## src/rtl/rmw_pkg.sv

```systemverilog
package rmw_pkg;
  typedef enum logic [2:0] {
    OP_TSET = 3'd0, OP_TCLR = 3'd1, OP_BTST = 3'd2, OP_SHL = 3'd3,
    OP_SHR  = 3'd4, OP_RTL  = 3'd5, OP_RTR  = 3'd6, OP_NONE = 3'd7
  } op_e;

  typedef enum logic [2:0] {
    AM_ACC = 3'd0, AM_IMM = 3'd1, AM_DIR = 3'd2, AM_DIRX = 3'd3,
    AM_ABSX = 3'd4, AM_OTHER = 3'd5, AM_R6 = 3'd6, AM_R7 = 3'd7
  } amode_e;

  typedef enum logic [2:0] {
    ST_IDLE, ST_RD0, ST_RD1, ST_WR0, ST_WR1, ST_EXEC
  } state_e;

  typedef struct packed {
    logic n;
    logic v;
    logic z;
    logic c;
  } flags_t;
endpackage

```

## src/rtl/rmw_alu.sv

```systemverilog
module rmw_alu
  import rmw_pkg::*;
#(
  parameter int WORD_W = 16
) (
  input  op_e               op,
  input  logic              narrow,
  input  logic              is_imm,
  input  logic [WORD_W-1:0] opnd,
  input  logic [WORD_W-1:0] acc,
  input  logic              cin,
  input  logic              nin,
  input  logic              vin,
  output logic [WORD_W-1:0] res,
  output flags_t            fl
);
  localparam int HALF = WORD_W / 2;

  logic [WORD_W-1:0] mask;
  logic              top_bit;
  logic              sub_bit;

  always_comb begin
    mask    = narrow ? {{HALF{1'b0}}, {HALF{1'b1}}} : {WORD_W{1'b1}};
    top_bit = narrow ? opnd[HALF-1] : opnd[WORD_W-1];
    sub_bit = narrow ? opnd[HALF-2] : opnd[WORD_W-2];
    res     = opnd;
    fl      = '{n: nin, v: vin, z: 1'b0, c: cin};
    unique case (op)
      OP_TSET: begin
        res  = opnd | acc;
        fl.z = ((opnd | acc) & mask) == '0;
      end
      OP_TCLR: begin
        res  = opnd & ~acc;
        fl.z = ((opnd & acc) & mask) == '0;
      end
      OP_BTST: begin
        fl.z = ((opnd & acc) & mask) == '0;
        if (!is_imm) begin
          fl.n = top_bit;
          fl.v = sub_bit;
        end
      end
      OP_SHL, OP_RTL: begin
        if (narrow)
          res = {opnd[WORD_W-1:HALF], opnd[HALF-2:0], (op == OP_RTL) & cin};
        else
          res = {opnd[WORD_W-2:0], (op == OP_RTL) & cin};
        fl.c = top_bit;
        fl.n = narrow ? res[HALF-1] : res[WORD_W-1];
        fl.z = (res & mask) == '0;
      end
      OP_SHR, OP_RTR: begin
        if (narrow)
          res = {opnd[WORD_W-1:HALF], (op == OP_RTR) & cin, opnd[HALF-1:1]};
        else
          res = {(op == OP_RTR) & cin, opnd[WORD_W-1:1]};
        fl.c = opnd[0];
        fl.n = 1'b0;
        fl.z = (res & mask) == '0;
      end
      default: fl.z = (opnd & mask) == '0;
    endcase
  end
endmodule

```

## src/rtl/rmw_penalty.sv

```systemverilog
module rmw_penalty
  import rmw_pkg::*;
#(
  parameter int CNT_W = 2
) (
  input  op_e              op,
  input  amode_e           mode,
  input  logic             narrow,
  input  logic             dp_nz,
  input  logic             pg_cross,
  output logic [CNT_W-1:0] extra
);
  logic             tst_family;
  logic [CNT_W-1:0] width_term;
  logic             dp_term;
  logic             pg_term;

  always_comb begin
    tst_family = (op == OP_TSET) || (op == OP_TCLR);
    if (narrow)             width_term = '0;
    else if (op == OP_BTST) width_term = CNT_W'(1);
    else                    width_term = CNT_W'(2);
    dp_term = dp_nz && ((mode == AM_DIR) || (mode == AM_DIRX && !tst_family));
    pg_term = pg_cross && (mode == AM_ABSX) && !tst_family;
    if (mode == AM_ACC)
      extra = '0;
    else
      extra = width_term + CNT_W'(dp_term) + CNT_W'(pg_term);
  end
endmodule

```

## src/rtl/rmw_bus_port.sv

```systemverilog
module rmw_bus_port
  import rmw_pkg::*;
#(
  parameter int ADDR_W = 24,
  parameter int WORD_W = 16
) (
  input  state_e            state,
  input  logic [ADDR_W-1:0] base,
  input  logic [WORD_W-1:0] wr_word,
  output logic              req,
  output logic              we,
  output logic [ADDR_W-1:0] addr,
  output logic [7:0]        wdata
);
  logic hi_byte;

  always_comb begin
    hi_byte = (state == ST_RD1) || (state == ST_WR1);
    req     = (state == ST_RD0) || (state == ST_RD1) ||
              (state == ST_WR0) || (state == ST_WR1);
    we      = (state == ST_WR0) || (state == ST_WR1);
    addr    = hi_byte ? base + ADDR_W'(1) : base;
    wdata   = hi_byte ? wr_word[15:8] : wr_word[7:0];
  end
endmodule

```

## src/rtl/rmw_bit_unit.sv

```systemverilog
module rmw_bit_unit
  import rmw_pkg::*;
#(
  parameter int ADDR_W = 24,
  parameter int WORD_W = 16,
  parameter int CNT_W  = 2
) (
  input  logic              clk,
  input  logic              rst_n,
  input  logic              start,
  input  logic [2:0]        op_sel,
  input  logic [2:0]        amode,
  input  logic              narrow,
  input  logic [ADDR_W-1:0] base_addr,
  input  logic [WORD_W-1:0] acc_in,
  input  logic [WORD_W-1:0] imm_in,
  input  logic              c_in,
  input  logic              n_in,
  input  logic              v_in,
  input  logic              dp_low_nz,
  input  logic              page_crossed,
  output logic              busy,
  output logic              done,
  output logic [WORD_W-1:0] acc_out,
  output logic              n_out,
  output logic              v_out,
  output logic              z_out,
  output logic              c_out,
  output logic [CNT_W-1:0]  extra_cyc,
  output logic              mem_req,
  output logic              mem_we,
  output logic [ADDR_W-1:0] mem_addr,
  output logic [7:0]        mem_wdata,
  input  logic [7:0]        mem_rdata,
  input  logic              mem_ready
);
  localparam int HALF = WORD_W / 2;

  state_e            state_q;
  op_e               op_q;
  amode_e            mode_q;
  logic              narrow_q, cin_q, nin_q, vin_q, dpnz_q, pgx_q;
  logic [ADDR_W-1:0] addr_q;
  logic [WORD_W-1:0] acc_q, opnd_q;
  logic [WORD_W-1:0] alu_res;
  flags_t            alu_fl, fl_q;
  logic [CNT_W-1:0]  pen;
  logic              xfer, finish, on_bus, is_shift;

  rmw_alu #(.WORD_W(WORD_W)) alu_i (
    .op(op_q), .narrow(narrow_q), .is_imm(mode_q == AM_IMM), .opnd(opnd_q),
    .acc(acc_q), .cin(cin_q), .nin(nin_q), .vin(vin_q), .res(alu_res), .fl(alu_fl)
  );

  rmw_penalty #(.CNT_W(CNT_W)) pen_i (
    .op(op_q), .mode(mode_q), .narrow(narrow_q), .dp_nz(dpnz_q),
    .pg_cross(pgx_q), .extra(pen)
  );

  rmw_bus_port #(.ADDR_W(ADDR_W), .WORD_W(WORD_W)) port_i (
    .state(state_q), .base(addr_q), .wr_word(alu_res), .req(mem_req),
    .we(mem_we), .addr(mem_addr), .wdata(mem_wdata)
  );

  assign xfer     = mem_req && mem_ready;
  assign on_bus   = (amode != AM_ACC) && (amode != AM_IMM);
  assign is_shift = (op_q == OP_SHL) || (op_q == OP_SHR) ||
                    (op_q == OP_RTL) || (op_q == OP_RTR);
  assign finish   = (state_q == ST_EXEC) ||
                    (state_q == ST_WR0 && xfer && narrow_q) ||
                    (state_q == ST_WR1 && xfer);
  assign busy     = (state_q != ST_IDLE);

  always_ff @(posedge clk or negedge rst_n) begin
    if (!rst_n) begin
      state_q  <= ST_IDLE;
      op_q     <= OP_NONE;
      mode_q   <= AM_ACC;
      narrow_q <= 1'b0;
      cin_q    <= 1'b0;
      nin_q    <= 1'b0;
      vin_q    <= 1'b0;
      dpnz_q   <= 1'b0;
      pgx_q    <= 1'b0;
      addr_q   <= '0;
      acc_q    <= '0;
      opnd_q   <= '0;
    end else begin
      unique case (state_q)
        ST_IDLE: if (start) begin
          op_q     <= op_e'(op_sel);
          mode_q   <= amode_e'(amode);
          narrow_q <= narrow;
          cin_q    <= c_in;
          nin_q    <= n_in;
          vin_q    <= v_in;
          dpnz_q   <= dp_low_nz;
          pgx_q    <= page_crossed;
          addr_q   <= base_addr;
          acc_q    <= acc_in;
          if (on_bus)                 opnd_q <= '0;
          else if (amode == AM_ACC)   opnd_q <= acc_in;
          else                        opnd_q <= imm_in;
          state_q  <= on_bus ? ST_RD0 : ST_EXEC;
        end
        ST_RD0: if (xfer) begin
          opnd_q[HALF-1:0] <= mem_rdata;
          if (!narrow_q)             state_q <= ST_RD1;
          else if (op_q == OP_BTST)  state_q <= ST_EXEC;
          else                       state_q <= ST_WR0;
        end
        ST_RD1: if (xfer) begin
          opnd_q[WORD_W-1:HALF] <= mem_rdata;
          state_q <= (op_q == OP_BTST) ? ST_EXEC : ST_WR0;
        end
        ST_WR0: if (xfer) state_q <= narrow_q ? ST_IDLE : ST_WR1;
        ST_WR1: if (xfer) state_q <= ST_IDLE;
        ST_EXEC: state_q <= ST_IDLE;
        default: state_q <= ST_IDLE;
      endcase
    end
  end

  always_ff @(posedge clk or negedge rst_n) begin
    if (!rst_n) begin
      done      <= 1'b0;
      fl_q      <= '0;
      acc_out   <= '0;
      extra_cyc <= '0;
    end else begin
      done <= finish;
      if (finish) begin
        fl_q      <= alu_fl;
        extra_cyc <= pen;
        acc_out   <= (is_shift && mode_q == AM_ACC) ? alu_res : acc_q;
      end
    end
  end

  assign n_out = fl_q.n;
  assign v_out = fl_q.v;
  assign z_out = fl_q.z;
  assign c_out = fl_q.c;
endmodule

```

## config.mk

```make
export PLATFORM = sky130hd
export DESIGN_NAME = rmw_bit_unit
export DESIGN_NICKNAME = d
export VERILOG_FILES = /design/src/rtl/rmw_pkg.sv /design/src/rtl/rmw_alu.sv /design/src/rtl/rmw_penalty.sv /design/src/rtl/rmw_bus_port.sv /design/src/rtl/rmw_bit_unit.sv
export SDC_FILE = /design/constraint.sdc
export NUM_CORES = 1
export LEC_CHECK = 0
export BUFFER_PORTS_ARGS = -buffer_cell sky130_fd_sc_hd__buf_2
export CORE_ASPECT_RATIO = 2
export CORE_MARGIN = 2
export CORE_UTILIZATION = 49
export DETAILED_ROUTE_END_ITERATION = 10
export PLACE_DENSITY = 0.85
export SLEW_MARGIN = 20
export SYNTH_ARGS = -nofsm -noshare
export SYNTH_HDL_FRONTEND = slang
export SYNTH_SLANG_ARGS = --single-unit
export TNS_END_PERCENT = 1
```

## constraint.sdc

```tcl
create_clock -name clk -period 2.15 [get_ports clk]
set_clock_uncertainty 0.1 [all_clocks]
set_input_delay 0.1075 -clock clk [delete_from_list [all_inputs] [get_ports clk]]
set_output_delay 0.1075 -clock clk [all_outputs]
set_load 0.01 [all_outputs]
```

==> key figures, run 1 <==
Run status
  – Status: finished, violations left
  – Failing checks: setup timing

STA
  – F_max: 0.356 GHz
  – PnR worst setup slack: -0.660 ns
  – Period utilisation layout: 131%
  – Fin. max-slew vios: 0
  – Hold violation count in the final report: 0
  – Crit path time final: 2.81 ns
  – Slew headroom: 57.5%
  – RSZ-0062 raised after global routing: true
  – WHS: 0.00739 ns
  – Slew @ Worst Pin: 0.632 ns
  – Count of final setup violators: 29

Clock tree
  – Num CTS Buffers: 9
  – Clock transition at path regs: 0.09 ns
  – Root Driver: clkbuf_16
  – CTS H-tree depth: 3
  – CTS Buffer Depth: 2
  – Clk sink count: 94
  – Clock latency on the worst-skew pair: 0.37 ns
  – TritonCTS clock tree: built

Finish
  – Layout cells sized above 1: 39.9%
  – Nets: 957
  – Area delta synth->final: 42.0%
  – Commonest non-fill, non-tap cell in the layout: buf_2
  – Core Util, Final: 70.5%
  – Most frequent cells in the layout: buf_2 (134), dfrtp_1 (84), buf_4 (65)
  – Fill count: 837
  – Number of inserted diodes: 0

Placement
  – Final GP Congestion: 0.983
  – IO Port Bufs: 137
  – Hpwl dp: 15.0 mm

Route
  – Final wirelength: 24.4 mm
  – Residual DRC count: 0
  – Router iterations before antenna repair: 7
  – Detail Route Antenna Nets: 0
  – Initial DRC count: 766
  – Routed vias/inst: 6.41
  – Avg WL per Cell: 23.8 µm
  – Via count: 6588

Run
  – Max-Cap Viols: 0

Hold path
  – Worst Hold End: opnd_q[8]$_DFFE_PN0P_
  – Hold depth: 3
  – Hold_sp: mem_rdata[0]
  – Hold Path Class: in2reg

Synthesis
  – Syn avg cell area: 9.37 µm²
  – Synth Instances: 639
  – Library cells used by synthesis: 67
  – Post-Syn Area: 0.00598 mm²
  – Post-synth top area share: 38.1%
  – Most common flop cell mapped by yosys: dfrtp_1
  – Post-synth EDFFs: 0
  – Share of the yosys chip area belonging to registers: 39.4%
  – Main area contributors after synthesis: dfrtp_1 (38%), mux2_2 (11%), mux2i_1 (5.2%), o21ai_0 (3.7%), nand2_1 (3.5%)
  – Synth area leader: dfrtp_1
  – Syn Nets: 721
  – Async S/R FF share, synth: 100%
  – Synthesized flop and latch total: 94
  – YS warnings: 0

Floorplanning
  – Starting Density: 49.7%
  – Die ar.: 0.0132 mm²
  – Rows: 57
  – Die Ht: 160 µm
  – IO Pins: 138
  – Core area: 0.0121 mm²
  – Die Width: 82.1 µm

Critical path
  – Critical Path End Type: output port
  – Worst Setup Path Type: reg2out
  – R2R Path Start: op_q[2]$_DFFE_PN1P_
  – Max Fanout on Critical Path: 6
  – Reg2Reg Setup Slack: -0.25 ns
  – R2R Path End: acc_out[9]$_DFFE_PN0P_
  – CP arrival: 2.60 ns
  – Critical path startpoint category: flop
  – Worst Path Required: 1.94 ns
  – Reg2reg path depth: 7

GRT
  – First-pass GRT wire length: 34.1 mm
  – Gr usage total: 34.6%
  – Largest net degree at the start of global routing: 44
  – Initial antenna violation count: 0
  – Vias in the first global route: 6403
  – Gr ovfl total: 0

Power
  – Total power: 0.0146 W
  – Leak pwr: 3.74 nW
  – PD cells: 1720 mW/mm²
  – Max VDD drop: 0.890 mV
==> worst max-delay path: stages (launching register included) <==
cell and delay, ns:
dfrtp_2 0.43, nand4_4 0.21, nor4_4 0.64, nand3_4 0.24, buf_4 0.20, nor3_2 0.16
xnor2_1 0.17, buf_2 0.17
==> timing repair <==
item	CTS	global route
cloned	0	0
hold buffers	56	0
setup buffers	10	10
hold endpoints to repair	88	0
pin swaps	14	17
resized for setup	46	32
setup endpoints to repair	29	39
==> area by class of cell <==
type / instances / area, µm² / area share, %
Multi-Input combinational cell: 485 / 3630 / 42.7
Sequential cell: 94 / 2360 / 27.8
Clock inverter: 7 / 65.1 / 0.766
Tap cell: 147 / 184 / 2.16
Clock buffer: 9 / 225 / 2.65
Inverter: 13 / 55.1 / 0.648
Timing Repair Buffer: 272 / 1980 / 23.3
==> cell usage after synthesis, drive strengths merged (2+ instances only) <==
library cell	count
a211oi	8
a21o	4
a21oi	40
a221oi	2
a222oi	3
a22oi	14
a2bb2oi	4
a311oi	2
a31oi	2
and2	2
and3	10
buf	29
clkbuf	18
dfrtp	91
dfstp	3
inv	12
mux2	58
mux2i	31
nand2	56
nand2b	10
nand3	17
nand3b	3
nand4	17
nor2	35
nor2b	9
nor3	25
nor3b	5
nor4	10
o211ai	6
o21a	3
o21ai	45
o21bai	2
o221ai	4
o311ai	3
o31ai	2
o32a	2
or2	5
or3	2
or4	3
xnor2	16
xor2	12
==> state kept, by name, indices dropped and copies added (netlist names), 2 cells and up <==
register	cells
acc_out	16
acc_q	16
addr_q	24
extra_cyc	2
mode_q	3
op_q	3
opnd_q	16
state_q	3
==> power by group <==
group | switching (W) | total [W] | internal, W
combinational | 0.00484 | 0.00905 | 0.00421
clock | 0.000785 | 0.00160 | 0.000812
sequential | 0.00126 | 0.00394 | 0.00267
==> through the flow <==
| step | instances | setup WS, ns | setup TNS (ns) | cell area, µm² |
|---|---|---|---|---|
| 3_3_place_gp | 935 | -0.148 | -0.391 | 7140 |
| 5_1_grt | 1027 | -0.682 | -10.12 | 8500 |
| 2_1_floorplan | 639 | 0.00986 | 0 | 5980 |
| 6_report | 1027 | -0.660 | -8.28 | 8500 |
| 3_5_place_dp | 935 | -0.155 | -0.344 | 7140 |
| 4_1_cts | 1017 | -0.253 | -3.13 | 8290 |
==> metal layers <==
layer	up-vias	share of wire, %	global-route usage (%)
met2	469	50	58.5
li1	2831	-	-
met5	-	0	0
met4	0	10	26.0
met3	189	7.9	6.74
met1	3099	32	36.3
==> cells by family after synthesis <==
group                      Yosys count  synth area share (%)
adders and majority gates            2                 0.544
DFF                                 94                  39.4
and+or+nand+nor                    212                  18.8
buffers and inverters               60                  4.54
muxes                               89                  16.1
xor gates and xnor gates            28                  4.10
AOI/OAI and AO/OA                  154                  16.5
==> how the worst max path moves through the flow <==
stage                           from                       end  slack [ns]  cells past startpoint
3_5_place_dp     op_q[2]$_DFFE_PN1P_              mem_wdata[1]       -0.15                      7
5_1_grt        addr_q[8]$_DFFE_PN0P_              mem_addr[20]       -0.68                      7
2_1_floorplan    op_q[2]$_DFFE_PN1P_  extra_cyc[1]$_DFFE_PN0P_        0.01                      9
3_3_place_gp     op_q[2]$_DFFE_PN1P_              mem_wdata[1]       -0.15                      7
4_1_cts          op_q[2]$_DFFE_PN1P_              mem_wdata[1]       -0.25                      7
6_report       addr_q[5]$_DFFE_PN0P_              mem_addr[20]       -0.66                      7
Note: power is estimated with default switching activity, not from simulation.
==> run 2: changes to the inputs <==
--- a/config.mk
+++ b/config.mk
@@ -10,7 +10,7 @@
 export CORE_MARGIN = 2
 export CORE_UTILIZATION = 49
 export DETAILED_ROUTE_END_ITERATION = 10
-export PLACE_DENSITY = 0.85
+export PLACE_DENSITY = 0.82
 export SLEW_MARGIN = 20
 export SYNTH_ARGS = -nofsm -noshare
 export SYNTH_HDL_FRONTEND = slang
==> constraint.sdc (replaced) <==
create_clock -name clk -period 2.7 [get_ports clk]
set_clock_uncertainty 0.1 [all_clocks]
set_input_delay 0.135 -clock clk [delete_from_list [all_inputs] [get_ports clk]]
set_output_delay 0.135 -clock clk [all_outputs]
set_load 0.01 [all_outputs]
==> run 2 against run 1 <==
Net effect: critical path type unchanged; total power is 32% lower; setup slack better by 0.73 ns; the flow now finishes without violations; worst hold slack worse by 0.0045 ns; highest routed layer unchanged.
==> key figures, run 2 (synthesis gave the netlist of run 1 again) <==
Floorplanning
  – Die ar.: 0.0132 mm²
  – Core area: 0.0121 mm²
  – Die Ht: 160 µm
  – IO Pins: 138
  – Rows: 57
  – Die Width: 82.1 µm
  – Starting Density: 49.7%

STA
  – Hold violation count in the final report: 0
  – RSZ-0062 raised after global routing: false
  – PnR worst setup slack: 0.0648 ns
  – F_max: 0.379 GHz
  – Crit path time final: 2.64 ns
  – Fin. max-slew vios: 0
  – Period utilisation layout: 97.6%
  – Setup TNS: 0 ns
  – Slew @ Worst Pin: 0.692 ns
  – Slew headroom: 53.9%
  – Count of final setup violators: 0

Run
  – Max-Cap Viols: 0

Placement
  – Hpwl dp: 14.1 mm
  – Final GP Congestion: 1.01
  – Area post-placement: 0.00688 mm²
  – IO Port Bufs: 137
  – Post-placement setup slack: 0.381 ns
  – Inst Count DP: 903

Route
  – Routed vias/inst: 6.01
  – Via count: 5846
  – Router iterations before antenna repair: 5
  – Initial DRC count: 471
  – Final wirelength: 19.6 mm
  – Detail Route Antenna Nets: 0
  – Avg WL per Cell: 20.2 µm
  – Residual DRC count: 0

Finish
  – Biggest register: addr_q
  – Number of inserted diodes: 0
  – Layout cells sized above 1: 31.6%
  – Fill count: 990
  – Nets: 902
  – Commonest non-fill, non-tap cell in the layout: buf_2
  – FF/Latch Area: 0.00236 mm²
  – Non-filler cells, final: 972
  – Multi-input logic area: 0.00338 mm²
  – Most frequent cells in the layout: buf_2 (136), dfrtp_1 (90), mux2_2 (58)
  – Area delta synth->final: 29.5%
  – Design area: 0.00775 mm²
  – Max reg flops: 24

Power
  – Comb power frac: 54.3%
  – Leak pwr: 3.41 nW
  – Total power: 0.00996 W
  – Max VDD drop: 0.742 mV
  – Fraction of power consumed by sequential logic: 32.5%
  – Clk pwr share: 13.2%
  – Pint: 0.00534 W
  – Sw frac: 46.4%
  – PD cells: 1290 mW/mm²
  – Psw: 0.00462 W

Critical path
  – Slowest CP cell: dfstp_4
  – Max Fanout on Critical Path: 17
  – Critical Path End Type: output port
  – CP Cell Sequence: xnor2_2 > buf_4 > a2bb2oi_1 > o221ai_1 > mux2_2 > buf_2
  – Worst Setup Path Type: reg2out
  – Critical path startpoint category: flop
  – Delay-heaviest family, CP: flip-flops
  – Worst Path Required: 2.47 ns
  – CP arrival: 2.40 ns
  – Worst Path Buf+Inv: 2
  – Crit-path max cell delay: 0.74 ns

GRT
  – First-pass GRT wire length: 30.7 mm
  – Initial antenna violation count: 0
  – Gr ovfl total: 0
  – Gr usage total: 30.7%
  – Vias in the first global route: 6039
  – Largest net degree at the start of global routing: 54

Clock tree
  – Clock transition at path regs: 0.07 ns
  – Setup bufs post-CTS: 0
  – CTS Buffer Depth: 2
  – Root Driver: clkbuf_16
  – Clock latency on the worst-skew pair: 0.36 ns
  – Clk sink count: 94
  – Num CTS Buffers: 9
  – CTS H-tree depth: 3
  – TritonCTS clock tree: built

Run status
  – Status: complete, no violations

Hold path
  – Hold Path Class: in2reg
## run 2: repair_timing
action                                  in CTS  in global routing
endpoints found under the setup margin       0                 19
resized for setup                            0                 10
endpoints found under the hold margin      104                  0
hold buffers                                53                  0
## run 2: layout make-up
cell class,instances,area share (%)
clock buffers,9,2.91
clock inverters,7,1.03
inverters,13,0.630
multi-input cells,485,43.6
flip-flops and latches,94,30.5
well taps,147,2.37
repair buffers,217,18.9
## run 2: path summary, 6_finish.rpt
path | start | end | slack, ns | cells past startpoint
hold / removal | mem_rdata[7] | opnd_q[7]$_DFFE_PN0P_ | 0.003 | 3
min in group asynchronous | rst_n | addr_q[18]$_DFFE_PN0P_ | 0.25 | 2
max in group asynchronous | rst_n | op_q[0]$_DFFE_PN1P_ | 1.50 | 3
setup / recovery | op_q[0]$_DFFE_PN1P_ | mem_wdata[2] | 0.06 | 6
hold reg to reg | v_out$_DFFE_PN0P_ | v_out$_DFFE_PN0P_ | 0.38 | 2
setup reg to reg | op_q[2]$_DFFE_PN1P_ | extra_cyc[0]$_DFFE_PN0P_ | 0.45 | 6
## run 2: power groups by stage
stage	Clock (W)	Sequential (W)	Combinational, W
after CTS	0.00132	0.00315	0.00528
final	0.00132	0.00324	0.00541
after detailed placement	0	0.00317	0.00520
after floorplan	0	0.00279	0.00360
after global routing	0.00138	0.00333	0.00588
after global placement	0	0.00314	0.00511
## run 2: stage by stage
stage	hold WS, ns	util [%]
CTS	0.000908	64.0
global placement	0.110	57.1
detailed placement	0.115	57.1
finish	0.00289	64.3
global route	0.0259	64.3
floorplan	-0.261	-
## run 2: per-layer routing
metal | GRT usage [%] | routed length, µm | up-vias
li1 | - | - | 2708
met1 | 31.5 | 6860 | 2811
met2 | 54.7 | 10500 | 247
met3 | 4.49 | 937 | 80
met4 | 20.9 | 1340 | 0
met5 | 0 | 0 | -
## run 2: worst reg2reg max path, delay by kind of cell (launching register included)
family	cells	cell delay, ns
compound gates	1	0.42
simple gates	3	0.23
flops	1	0.74
buf+inv	1	0.18
fa+ha+maj	1	0.49
==> run 3: changes to the inputs <==
--- a/config.mk
+++ b/config.mk
@@ -10,9 +10,10 @@
 export CORE_MARGIN = 2
 export CORE_UTILIZATION = 49
 export DETAILED_ROUTE_END_ITERATION = 10
-export PLACE_DENSITY = 0.82
+export PLACE_DENSITY = 0.81
 export SLEW_MARGIN = 20
 export SYNTH_ARGS = -nofsm -noshare
 export SYNTH_HDL_FRONTEND = slang
+export SYNTH_HIERARCHICAL = 1
 export SYNTH_SLANG_ARGS = --single-unit
 export TNS_END_PERCENT = 1
==> run 3 against run 2 <==
Net effect: register-to-register slack worse by 0.19 ns; final cell count down 1.6%; critical path depth up 1; fmax down 0.12%; sequential cell count unchanged; core utilization down 0.17 points; worst hold slack better by 0.025 ns; sequential share of layout area down 0.99 points; critical endpoint is now mem_wdata[5]; largest cell class unchanged; largest power group unchanged.
==> key figures, run 3 <==
Run status
  – Status: complete, no violations

Clock tree
  – Clock transition at path regs: 0.06 ns
  – Clock latency on the worst-skew pair: 0.34 ns
  – Root Driver: clkbuf_16
  – CTS H-tree depth: 3
  – Clk sink count: 94
  – TritonCTS clock tree: built
  – Num CTS Buffers: 9
  – CTS Buffer Depth: 2

Run
  – Max-Cap Viols: 0

GRT
  – Gr usage total: 29.3%
  – Vias in the first global route: 6121
  – Initial antenna violation count: 0
  – Largest net degree at the start of global routing: 55
  – Gr ovfl total: 0
  – First-pass GRT wire length: 31.5 mm

Finish
  – Max reg flops: 24
  – Most frequent cells in the layout: buf_2 (136), dfrtp_1 (91), mux2_2 (80)
  – Area delta synth->final: 29.0%
  – Commonest non-fill, non-tap cell in the layout: buf_2
  – Layout cells sized above 1: 38.8%
  – Core Util, Final: 64.1%
  – Fill count: 978
  – Number of inserted diodes: 0
  – Nets: 883
  – Biggest register: addr_q

Synthesis
  – Post-Syn Area: 0.00621 mm²
  – Largest family of logic cells by synthesized area: multiplexers
  – Compound-Gate Fraction of Synth Area: 15.7%
  – Share of the yosys chip area belonging to registers: 38.0%
  – Synth Instances: 609
  – Post-synth EDFFs: 0
  – Synth Area in XOR/XNOR: 3.93%
  – Post-synth top area share: 36.7%
  – Most frequent cell after synthesis: dfrtp_1
  – Simple-Gate Fraction of Synth Area: 15.7%
  – Synth area leader: dfrtp_1
  – Main area contributors after synthesis: dfrtp_1 (37%), mux2_2 (15%), mux2_4 (4.8%), nand2_1 (3.3%), nor2_1 (2.7%)
  – Syn avg cell area: 10.2 µm²
  – Most common flop cell mapped by yosys: dfrtp_1
  – Library cells used by synthesis: 69
  – YS warnings: 6
  – Post-synthesis mux area share: 22.2%
  – Syn Nets: 691
  – Async S/R FF share, synth: 100%
  – Synth Area in Adders: 0.524%
  – Synth cell count leaders: dfrtp_1 (91), mux2_2 (80), nand2_1 (54), nor2_1 (45), a21oi_1 (26)
  – Synthesized flop and latch total: 94

Critical path
  – Crit-path max cell delay: 0.69 ns
  – Critical path startpoint category: flop
  – Slowest CP cell: dfstp_2
  – CP arrival: 2.40 ns
  – Most frequent CP cell: mux2_2
  – Worst Setup Path Type: reg2out
  – Critical Path End Type: output port
  – Worst Path Required: 2.47 ns
  – Max Fanout on Critical Path: 10
  – Delay-heaviest family, CP: flip-flops
  – CP Cell Sequence: inv_1 > buf_4 > mux2_2 > a222oi_1 > nand2_1 > mux2_2 > buf_2
  – Worst Path Buf+Inv: 3

Floorplanning
  – Die ar.: 0.0136 mm²
  – IO Pins: 138
  – Starting Density: 49.7%
  – Die Ht: 163 µm
  – Rows: 58
  – Die Width: 83.6 µm
  – Core area: 0.0125 mm²

Power
  – Psw: 0.00471 W
  – PD cells: 1320 mW/mm²
  – Leak pwr: 3.46 nW
  – Comb power frac: 56.2%
  – Max VDD drop: 0.694 mV
  – Total power: 0.0105 W
  – Fraction of power consumed by sequential logic: 31.4%
  – Pint: 0.00584 W
  – Clk pwr share: 12.3%
  – Sw frac: 44.7%

STA
  – Crit path time final: 2.64 ns
  – Fin. max-slew vios: 0
  – RSZ-0062 raised after global routing: true
  – F_max: 0.379 GHz
  – Slew headroom: 50.8%
  – Hold violation count in the final report: 0
  – Slew @ Worst Pin: 0.738 ns
  – Count of final setup violators: 0
  – Period utilisation layout: 97.7%

Route
  – Detail Route Antenna Nets: 0
  – Initial DRC count: 563
  – Avg WL per Cell: 20.9 µm
  – Via count: 5861
  – Final wirelength: 19.9 mm
  – Routed vias/inst: 6.13
  – Router iterations before antenna repair: 5
  – Residual DRC count: 0

Placement
  – Final GP Congestion: 0.974
  – Hpwl dp: 14.7 mm
  – IO Port Bufs: 137

Hold path
  – Hold Path Class: in2reg
==> run 3: cell families (layout without fill, tap and decap cells) <==
group	Yosys count	count (layout)
buffers and inverters	46	243
and+or+nand+nor	185	185
adders and majority gates	2	2
xor gates and xnor gates	27	27
AOI/OAI and AO/OA	138	138
muxes	117	117
DFF	94	94
==> run 3: layout make-up <==
class	count	area, µm²	share of cell area (%)
multi-input combinational	469	3640	45.5
inverter	8	30.0	0.375
clock buffer	11	243	3.03
sequential	94	2360	29.5
timing repair buffer	219	1480	18.5
tap	150	188	2.35
clock inverter	5	58.8	0.735
==> run 3: through the flow <==
step	setup WS, ns	setup TNS, ns	std cells	instance area [µm²]	hold slack [ns]
finish	0.0616	0	956	8000	0.0279
global route	-0.0499	-0.0941	956	8000	0.0152
CTS	-0.0258	-0.0466	954	7970	0.0187
detailed placement	0.240	0	888	7140	0.135
global placement	0.269	0	888	7140	0.126
floorplan	0.392	0	609	6210	-0.261
==> run 3: power by group through the flow <==
stage                     Sequential, W  Combinational [W]  Clock, W
final                           0.00332            0.00593   0.00130
after global routing            0.00341            0.00641   0.00138
after CTS                       0.00328            0.00582   0.00132
after detailed placement        0.00329            0.00569         0
after global placement          0.00323            0.00557         0
after floorplan                 0.00286            0.00410         0
==> run 3: metal layers <==
layer	track usage (%)	routed length, µm
met5	0	0
met4	18.0	1340
met3	5.20	1130
met2	55.0	10900
met1	29.4	6580
==> run 3: worst register-to-register path, delay by kind of cell, from the launching register on <==
kind	cells	cell delay, ns
AOI/OAI and AO/OA	1	0.19
adders and majority gates	1	0.43
buffers and inverters	1	0.21
DFF	1	0.69
muxes	1	0.17
and+or+nand+nor	3	0.60
==> run 3: final timing paths <==
path                            cells after the start  slack [ns]                        to              startpoint
worst max register to register                      7        0.26  extra_cyc[1]$_DFFE_PN0P_     op_q[0]$_DFFE_PN1P_
worst min register to register                      1        0.41    acc_out[8]$_DFFE_PN0P_  acc_out[8]$_DFFE_PN0P_
min in group asynchronous                           2        0.28     addr_q[9]$_DFFE_PN0P_                   rst_n
worst min-delay path                                3        0.03     opnd_q[9]$_DFFE_PN0P_            mem_rdata[1]
worst max-delay path                                7        0.06              mem_wdata[5]     op_q[0]$_DFFE_PN1P_
max in group asynchronous                           3        1.53   acc_out[13]$_DFFE_PN0P_                   rst_n
==> run 3: timing repair <==
item,4_1_cts,5_1_grt
gates resized for setup,4,8
hold buffers,50,0
hold endpoints to repair,100,0
gates cloned,0,0
endpoints found under the setup margin,6,9
setup buffers,0,2
pin swaps,0,3
